`config.mk`:
```
export PLATFORM = sky130hd
export DESIGN_NAME = wpc_top
export DESIGN_NICKNAME = d
export VERILOG_FILES = /design/src/rtl/wpc_pkg.sv /design/src/rtl/wpc_stage.sv /design/src/rtl/wpc_timer.sv /design/src/rtl/wpc_top.sv
export SDC_FILE = /design/constraint.sdc
export NUM_CORES = 1
export LEC_CHECK = 0
export BUFFER_PORTS_ARGS = -buffer_cell sky130_fd_sc_hd__buf_2
export CAP_MARGIN = 20
export CORE_UTILIZATION = 54
export DETAILED_ROUTE_END_ITERATION = 8
export MAX_ROUTING_LAYER = met4
export PLACE_DENSITY = 0.78
export RECOVER_POWER = 25
export SYNTH_ARGS = -nofsm -noshare
export SYNTH_HDL_FRONTEND = slang
export SYNTH_SLANG_ARGS = --single-unit
```
`constraint.sdc`:
```
create_clock -name clk -period 2.7 [get_ports clk]
set_clock_uncertainty 0.05 [all_clocks]
set_input_delay 0.54 -clock clk [delete_from_list [all_inputs] [get_ports clk]]
set_output_delay 0.54 -clock clk [all_outputs]
set_load 0.1 [all_outputs]
```
`src/rtl/wpc_pkg.sv`:
```
package wpc_pkg;
  typedef enum logic [1:0] {
    STG_NONE = 2'd0,
    STG_WREN = 2'd1,
    STG_WRSR = 2'd2,
    STG_WRPG = 2'd3
  } stage_t;

  // protect level vs. top two address bits
  function automatic logic prot_hit(input logic [1:0] lvl, input logic [1:0] top2);
    case (lvl)
      2'b00:   prot_hit = 1'b0;
      2'b01:   prot_hit = (top2 == 2'b11);
      2'b10:   prot_hit = top2[1];
      default: prot_hit = 1'b1;
    endcase
  endfunction
endpackage

```
`src/rtl/wpc_stage.sv`:
```
module wpc_stage
  import wpc_pkg::*;
#(
  parameter int ADDR_W = 10
) (
  input  logic              clk,
  input  logic              rst_n,
  input  logic              busy,
  input  logic              wren,
  input  logic              wrdi,
  input  logic              wrsr,
  input  logic [2:0]        wrsr_bits,
  input  logic              wrpg,
  input  logic [ADDR_W-1:0] wrpg_addr,
  input  logic              frame_end,
  input  logic              abort,
  output stage_t            op,
  output logic [2:0]        bits,
  output logic [ADDR_W-1:0] page
);
  always_ff @(posedge clk) begin
    if (!rst_n) begin
      op   <= STG_NONE;
      bits <= '0;
      page <= '0;
    end else if (abort || frame_end || wrdi) begin
      op <= STG_NONE;
    end else if (!busy) begin
      if (wren) begin
        op <= STG_WREN;
      end else if (wrsr) begin
        op   <= STG_WRSR;
        bits <= wrsr_bits;
      end else if (wrpg) begin
        op   <= STG_WRPG;
        page <= wrpg_addr;
      end
    end
  end
endmodule

```
`src/rtl/wpc_timer.sv`:
```
module wpc_timer #(
  parameter int WCYC  = 1000000,
  localparam int CNT_W = $clog2(WCYC + 1)
) (
  input  logic clk,
  input  logic rst_n,
  input  logic start,
  output logic running,
  output logic done
);
  logic [CNT_W-1:0] remain;

  assign done = running && (remain == '0);

  always_ff @(posedge clk) begin
    if (!rst_n) begin
      running <= 1'b0;
      remain  <= '0;
    end else if (start) begin
      running <= 1'b1;
      remain  <= CNT_W'(WCYC - 1);
    end else if (running) begin
      if (remain == '0) running <= 1'b0;
      else              remain  <= remain - 1'b1;
    end
  end


  hold_window_chk: assert property (@(posedge clk) disable iff (!rst_n)
    running && (remain != '0) |=> running);

  no_restart_chk: assert property (@(posedge clk) disable iff (!rst_n)
    start |-> !running);
endmodule

```
`src/rtl/wpc_top.sv`:
```
module wpc_top
  import wpc_pkg::*;
#(
  parameter int ADDR_W = 10,
  parameter int WCYC   = 1000000
) (
  input  logic              clk,
  input  logic              rst_n,
  input  logic              wren_i,
  input  logic              wrdi_i,
  input  logic              wrsr_i,
  input  logic [7:0]        wrsr_data_i,
  input  logic              wrpg_i,
  input  logic [ADDR_W-1:0] wrpg_addr_i,
  input  logic              frame_end_i,
  input  logic              abort_i,
  input  logic              wp_n_i,
  output logic [7:0]        status_o,
  output logic              busy_o,
  output logic              arr_wr_o,
  output logic [ADDR_W-1:0] arr_page_o
);
  stage_t            st_op;
  logic [2:0]        st_bits;
  logic [ADDR_W-1:0] st_page;
  logic              cyc_run, cyc_done;

  logic              wel_q, lock_q, is_sr_q;
  logic [1:0]        lvl_q;
  logic [2:0]        pend_q;

  // named internal events
  logic commit_ev, sr_locked, pg_prot, sr_ok, pg_ok, wel_set, cyc_start;

  wpc_stage #(.ADDR_W(ADDR_W)) u_stage (
    .clk(clk), .rst_n(rst_n), .busy(cyc_run),
    .wren(wren_i), .wrdi(wrdi_i),
    .wrsr(wrsr_i), .wrsr_bits({wrsr_data_i[7], wrsr_data_i[3:2]}),
    .wrpg(wrpg_i), .wrpg_addr(wrpg_addr_i),
    .frame_end(frame_end_i), .abort(abort_i),
    .op(st_op), .bits(st_bits), .page(st_page)
  );

  wpc_timer #(.WCYC(WCYC)) u_timer (
    .clk(clk), .rst_n(rst_n), .start(cyc_start),
    .running(cyc_run), .done(cyc_done)
  );

  assign commit_ev = frame_end_i && !cyc_run;
  assign sr_locked = lock_q && !wp_n_i;
  assign pg_prot   = prot_hit(lvl_q, st_page[ADDR_W-1 -: 2]);
  assign sr_ok     = commit_ev && (st_op == STG_WRSR) && wel_q && !sr_locked;
  assign pg_ok     = commit_ev && (st_op == STG_WRPG) && wel_q && !pg_prot;
  assign wel_set   = commit_ev && (st_op == STG_WREN);
  assign cyc_start = sr_ok || pg_ok;

  always_ff @(posedge clk) begin
    if (!rst_n) begin
      wel_q      <= 1'b0;
      lock_q     <= 1'b0;
      lvl_q      <= 2'b00;
      is_sr_q    <= 1'b0;
      pend_q     <= '0;
      arr_wr_o   <= 1'b0;
      arr_page_o <= '0;
    end else begin
      arr_wr_o <= pg_ok;
      if (pg_ok) arr_page_o <= st_page;
      if (cyc_start) begin
        is_sr_q <= sr_ok;
        pend_q  <= st_bits;
      end
      if (cyc_done && is_sr_q) begin
        lock_q <= pend_q[2];
        lvl_q  <= pend_q[1:0];
      end
      if (wrdi_i || cyc_done) wel_q <= 1'b0;
      else if (wel_set)       wel_q <= 1'b1;
    end
  end

  assign busy_o   = cyc_run;
  assign status_o = {lock_q, 3'b000, lvl_q, wel_q, cyc_run};


  wel_rise_chk: assert property (@(posedge clk) disable iff (!rst_n)
    $rose(wel_q) |-> $past(frame_end_i));

  wel_busy_chk: assert property (@(posedge clk) disable iff (!rst_n)
    cyc_run |=> !$rose(wel_q));

  wel_end_chk: assert property (@(posedge clk) disable iff (!rst_n)
    $fell(busy_o) |-> !wel_q);

  commit_pulse_chk: assert property (@(posedge clk) disable iff (!rst_n)
    arr_wr_o |-> $rose(busy_o));
endmodule

```
==> results.tsv <==
stage	metric	value	unit
critical_path	Max stage delay cell, worst path	or4_4	
cells_and_area	synth-to-layout area growth	13.4	%
critical_path	CP startpoint	u_timer.remain[0]	
floorplan	I/O pins	47	
pwr	sequential fraction of design power	0.539	
pwr	internal power	1.20	mW
cells_and_area	commonest cells after routing, fill and taps aside	dfxtp_1, nor2_1, mux2i_1	
hold_path	Hold Crit Class	in2reg	
job	Max Cap Viol	0	
pwr	Peak supply drop	0.426	mV
floorplan	Initial Util	0.578	
pwr	leak pwr	1.06	nW
yosys	Syn Area/Cell	9.40	µm²
yosys	Post-synth EDFFs	0	
global_route	initial antenna violation count	0	
pwr	Clk pwr share	0.421	
critical_path	reg2reg start	u_timer.remain[0]	
critical_path	worst endpoint data arrival time	2.31	ns
cells_and_area	fraction of layout cells with a size suffix above 1	0.163	
yosys	Seq/Total Area, Yosys	0.463	
cts	Root Buffer	clkbuf_8	
yosys	Ys Warns	0	
timing	Final Hold Viols	0	
cts	CTS Buf Count	5	
pwr	pwr dens	560	mW/mm²
route	DR DRC count	0	
route	Vias per Instance	5.48	
floorplan	die width	68.4	µm
critical_path	Worst Path Required	2.85	ns
run_status	status	complete, no violations	
route	drt total wl	4370	µm
global_route	Total GRT Usage	0.208	
cts	Post-CTS Hold Buffers	0	
pwr	Net Sw Frac	0.205	
placement	GPL Wtd Cong	0.815	
timing	Tightest Pin Transition	1.17	ns
cts	CTS tree	yes	
cells_and_area	most common cell after layout, fill and taps aside	dfxtp_1	
placement	Detail Placement HPWL	3080	µm
cts	H-Tree Depth	2	
timing	period utilization	0.800	
cells_and_area	ANT cells	0	
timing	setup violators final	0	
critical_path	Worst Path Buf+Inv	1	
critical_path	reg2reg setup slack	0.54	ns
timing	Slew Viols, Final	0	
pwr	combinational fraction of design power	0.040	
critical_path	Max FO, Critical Path	7	
critical_path	Setup Crit Path Kind	reg2reg	
critical_path	WP depth	7	
floorplan	die area	0.00467	mm²
cells_and_area	Finished Layout Cells	339	
route	Routed WL per cell	12.9	µm
timing	RSZ-0062 raised after global routing	no	
route	vias post-DR	1858	
cts	clock slew at reported path FFs	0.09	ns
yosys	post-synth top area share	0.463	
critical_path	RR Endpoint	u_timer.remain[9]	
hold_path	min-delay src	wrdi_i	
cells_and_area	nets	316	
placement	I/O Buffers	38	
cts	post_cts resized	0	
timing	Rel. slew slack	0.221	
critical_path	worst path cell trace	inv_1 -> ha_1 -> or3b_1 -> or4_4 -> nand4b_1 -> xor2_1 -> a21oi_1	
critical_path	Worst Reg-to-Reg Cells	7	
floorplan	Core Area	0.00412	mm²
cts	clk buf depth	2	
critical_path	CP Capture Type	flop	
yosys	FF+latch count, synth	55	
floorplan	FP Rows	23	
placement	placed insts	331	
route	TritonRoute pass-1 iters	4	
route	Initial DRC Count	162	
floorplan	die height	68.4	µm
global_route	largest net degree at the start of global routing	36	
yosys	synth unique cells	44	
yosys	synthesized instance count	253	
cts	clk_lat worst skew	0.31	ns
timing	min Tclk post-route	2.16	ns
yosys	leading area contributor after synthesis	dfxtp_1	
critical_path	crit path launch type	flop	
global_route	first-pass GRT wire length	7020	µm
critical_path	cell family with most CP delay	simple AND/OR/NAND/NOR gates	
critical_path	Critical Path Max Stage Delay	0.60	ns
yosys	Most used DFF post-synth	dfxtp_1	
timing	setup TNS	0	ns
yosys	cell area after synthesis	0.00238	mm²
cts	CTS Sinks	55	
route	Antenna Nets Post-Route	0	
global_route	Remaining Overflow, GRT	0	
timing	worst hold slack	0.374	ns
pwr	net switching power	0.310	mW
cells_and_area	Fillers	344	
global_route	vias in the first global route	1545	
cts	Setup Buffers After CTS	0	
timing	fmax	463	MHz
yosys	synth top area cells	dfxtp_1, mux2i_1, nor2_1	
critical_path	CP Capture Point	u_timer.remain[9]	
yosys	asr flop ratio synth	0	
[synthesized netlist by cell type (3+ instances only)]
cell type and instances:
a21oi_1 12, a221oi_1 3, a31oi_1 5, buf_4 7, clkbuf_1 6, dfxtp_1 55
inv_1 6, mux2i_1 29, nand2_1 14, nand3_1 3, nor2_1 42, nor3_1 10
nor4_1 7, o21ai_0 4, or4_4 3, xnor2_1 6, xor2_1 9
[stage by stage]
stage | area, µm² | worst slack (ns) | utilization | power, mW
2_1_floorplan | 2390 | 0.0842 | - | 0.875
3_3_place_gp | 2580 | 0.575 | 0.626 | 0.894
3_5_place_dp | 2580 | 0.555 | 0.626 | 0.894
4_1_cts | 2710 | 0.530 | 0.659 | 1.52
5_1_grt | 2700 | 0.401 | 0.656 | 1.56
6_report | 2700 | 0.539 | 0.656 | 1.51
[cells by family after synthesis]
kind of cell,Yosys count,share of synthesized area
flip-flops,55,0.463
XOR/XNOR,15,0.0552
buffers and inverters,22,0.0468
multiplexers,29,0.122
other,1,0.00158
AND/OR/NAND/NOR,99,0.223
adder cells (fa/ha/maj),1,0.00526
AO/OA/AOI/OAI,31,0.0831
[routing by layer]
layer,track usage,share of wire,vias up
li1,-,-,952
met1,0.272,0.50,860
met2,0.317,0.45,39
met5,-,0,-
met4,0.0703,0.013,0
met3,0.0400,0.038,7
[final cells by class]
cell class              instances  area [µm²]  share of cell area
inverters                       7        26.3             0.00974
well taps                      50        62.6              0.0232
clock inverters                 3        67.6              0.0250
multi-input cells             178        1170               0.435
flip-flops and latches         55        1100               0.408
repair buffers                 41         198              0.0733
clock buffers                   5        68.8              0.0255
[registers in the layout, indices dropped and copies added (netlist names)]
signal	count
is_sr_q	1
u_timer.remain	20
pend_q	3
arr_wr_o	1
u_stage.op	2
wel_q	1
lock_q	1
lvl_q	2
arr_page_o	10
u_stage.bits	3
u_stage.page	10
u_timer.running	1
[worst reg2reg max path, delay by kind of cell, from the launching register on]
kind            cells  cell delay (ns)
simple gates        3             1.21
compound gates      1             0.07
buf+inv             1             0.06
flops               1             0.34
xor+xnor            1             0.15
fa+ha+maj           1             0.17
[worst min-delay path by stage]
stage	end	slack, ns	cells past startpoint
after floorplan	is_sr_q	0.40	2
after global placement	u_timer.remain[7]	0.41	2
after global routing	wel_q	0.39	2
after detailed placement	is_sr_q	0.41	2
after CTS	wel_q	0.37	2
final	wel_q	0.37	2
[power groups by stage]
stage	registers (mW)	logic, mW	clock network [mW]
detailed placement	0.833	0.0609	0
finish	0.814	0.0609	0.636
global placement	0.833	0.0606	0
CTS	0.814	0.0614	0.647
global route	0.815	0.0660	0.675
floorplan	0.833	0.0424	0
No activity file was read; power rests on OpenSTA's default activity.
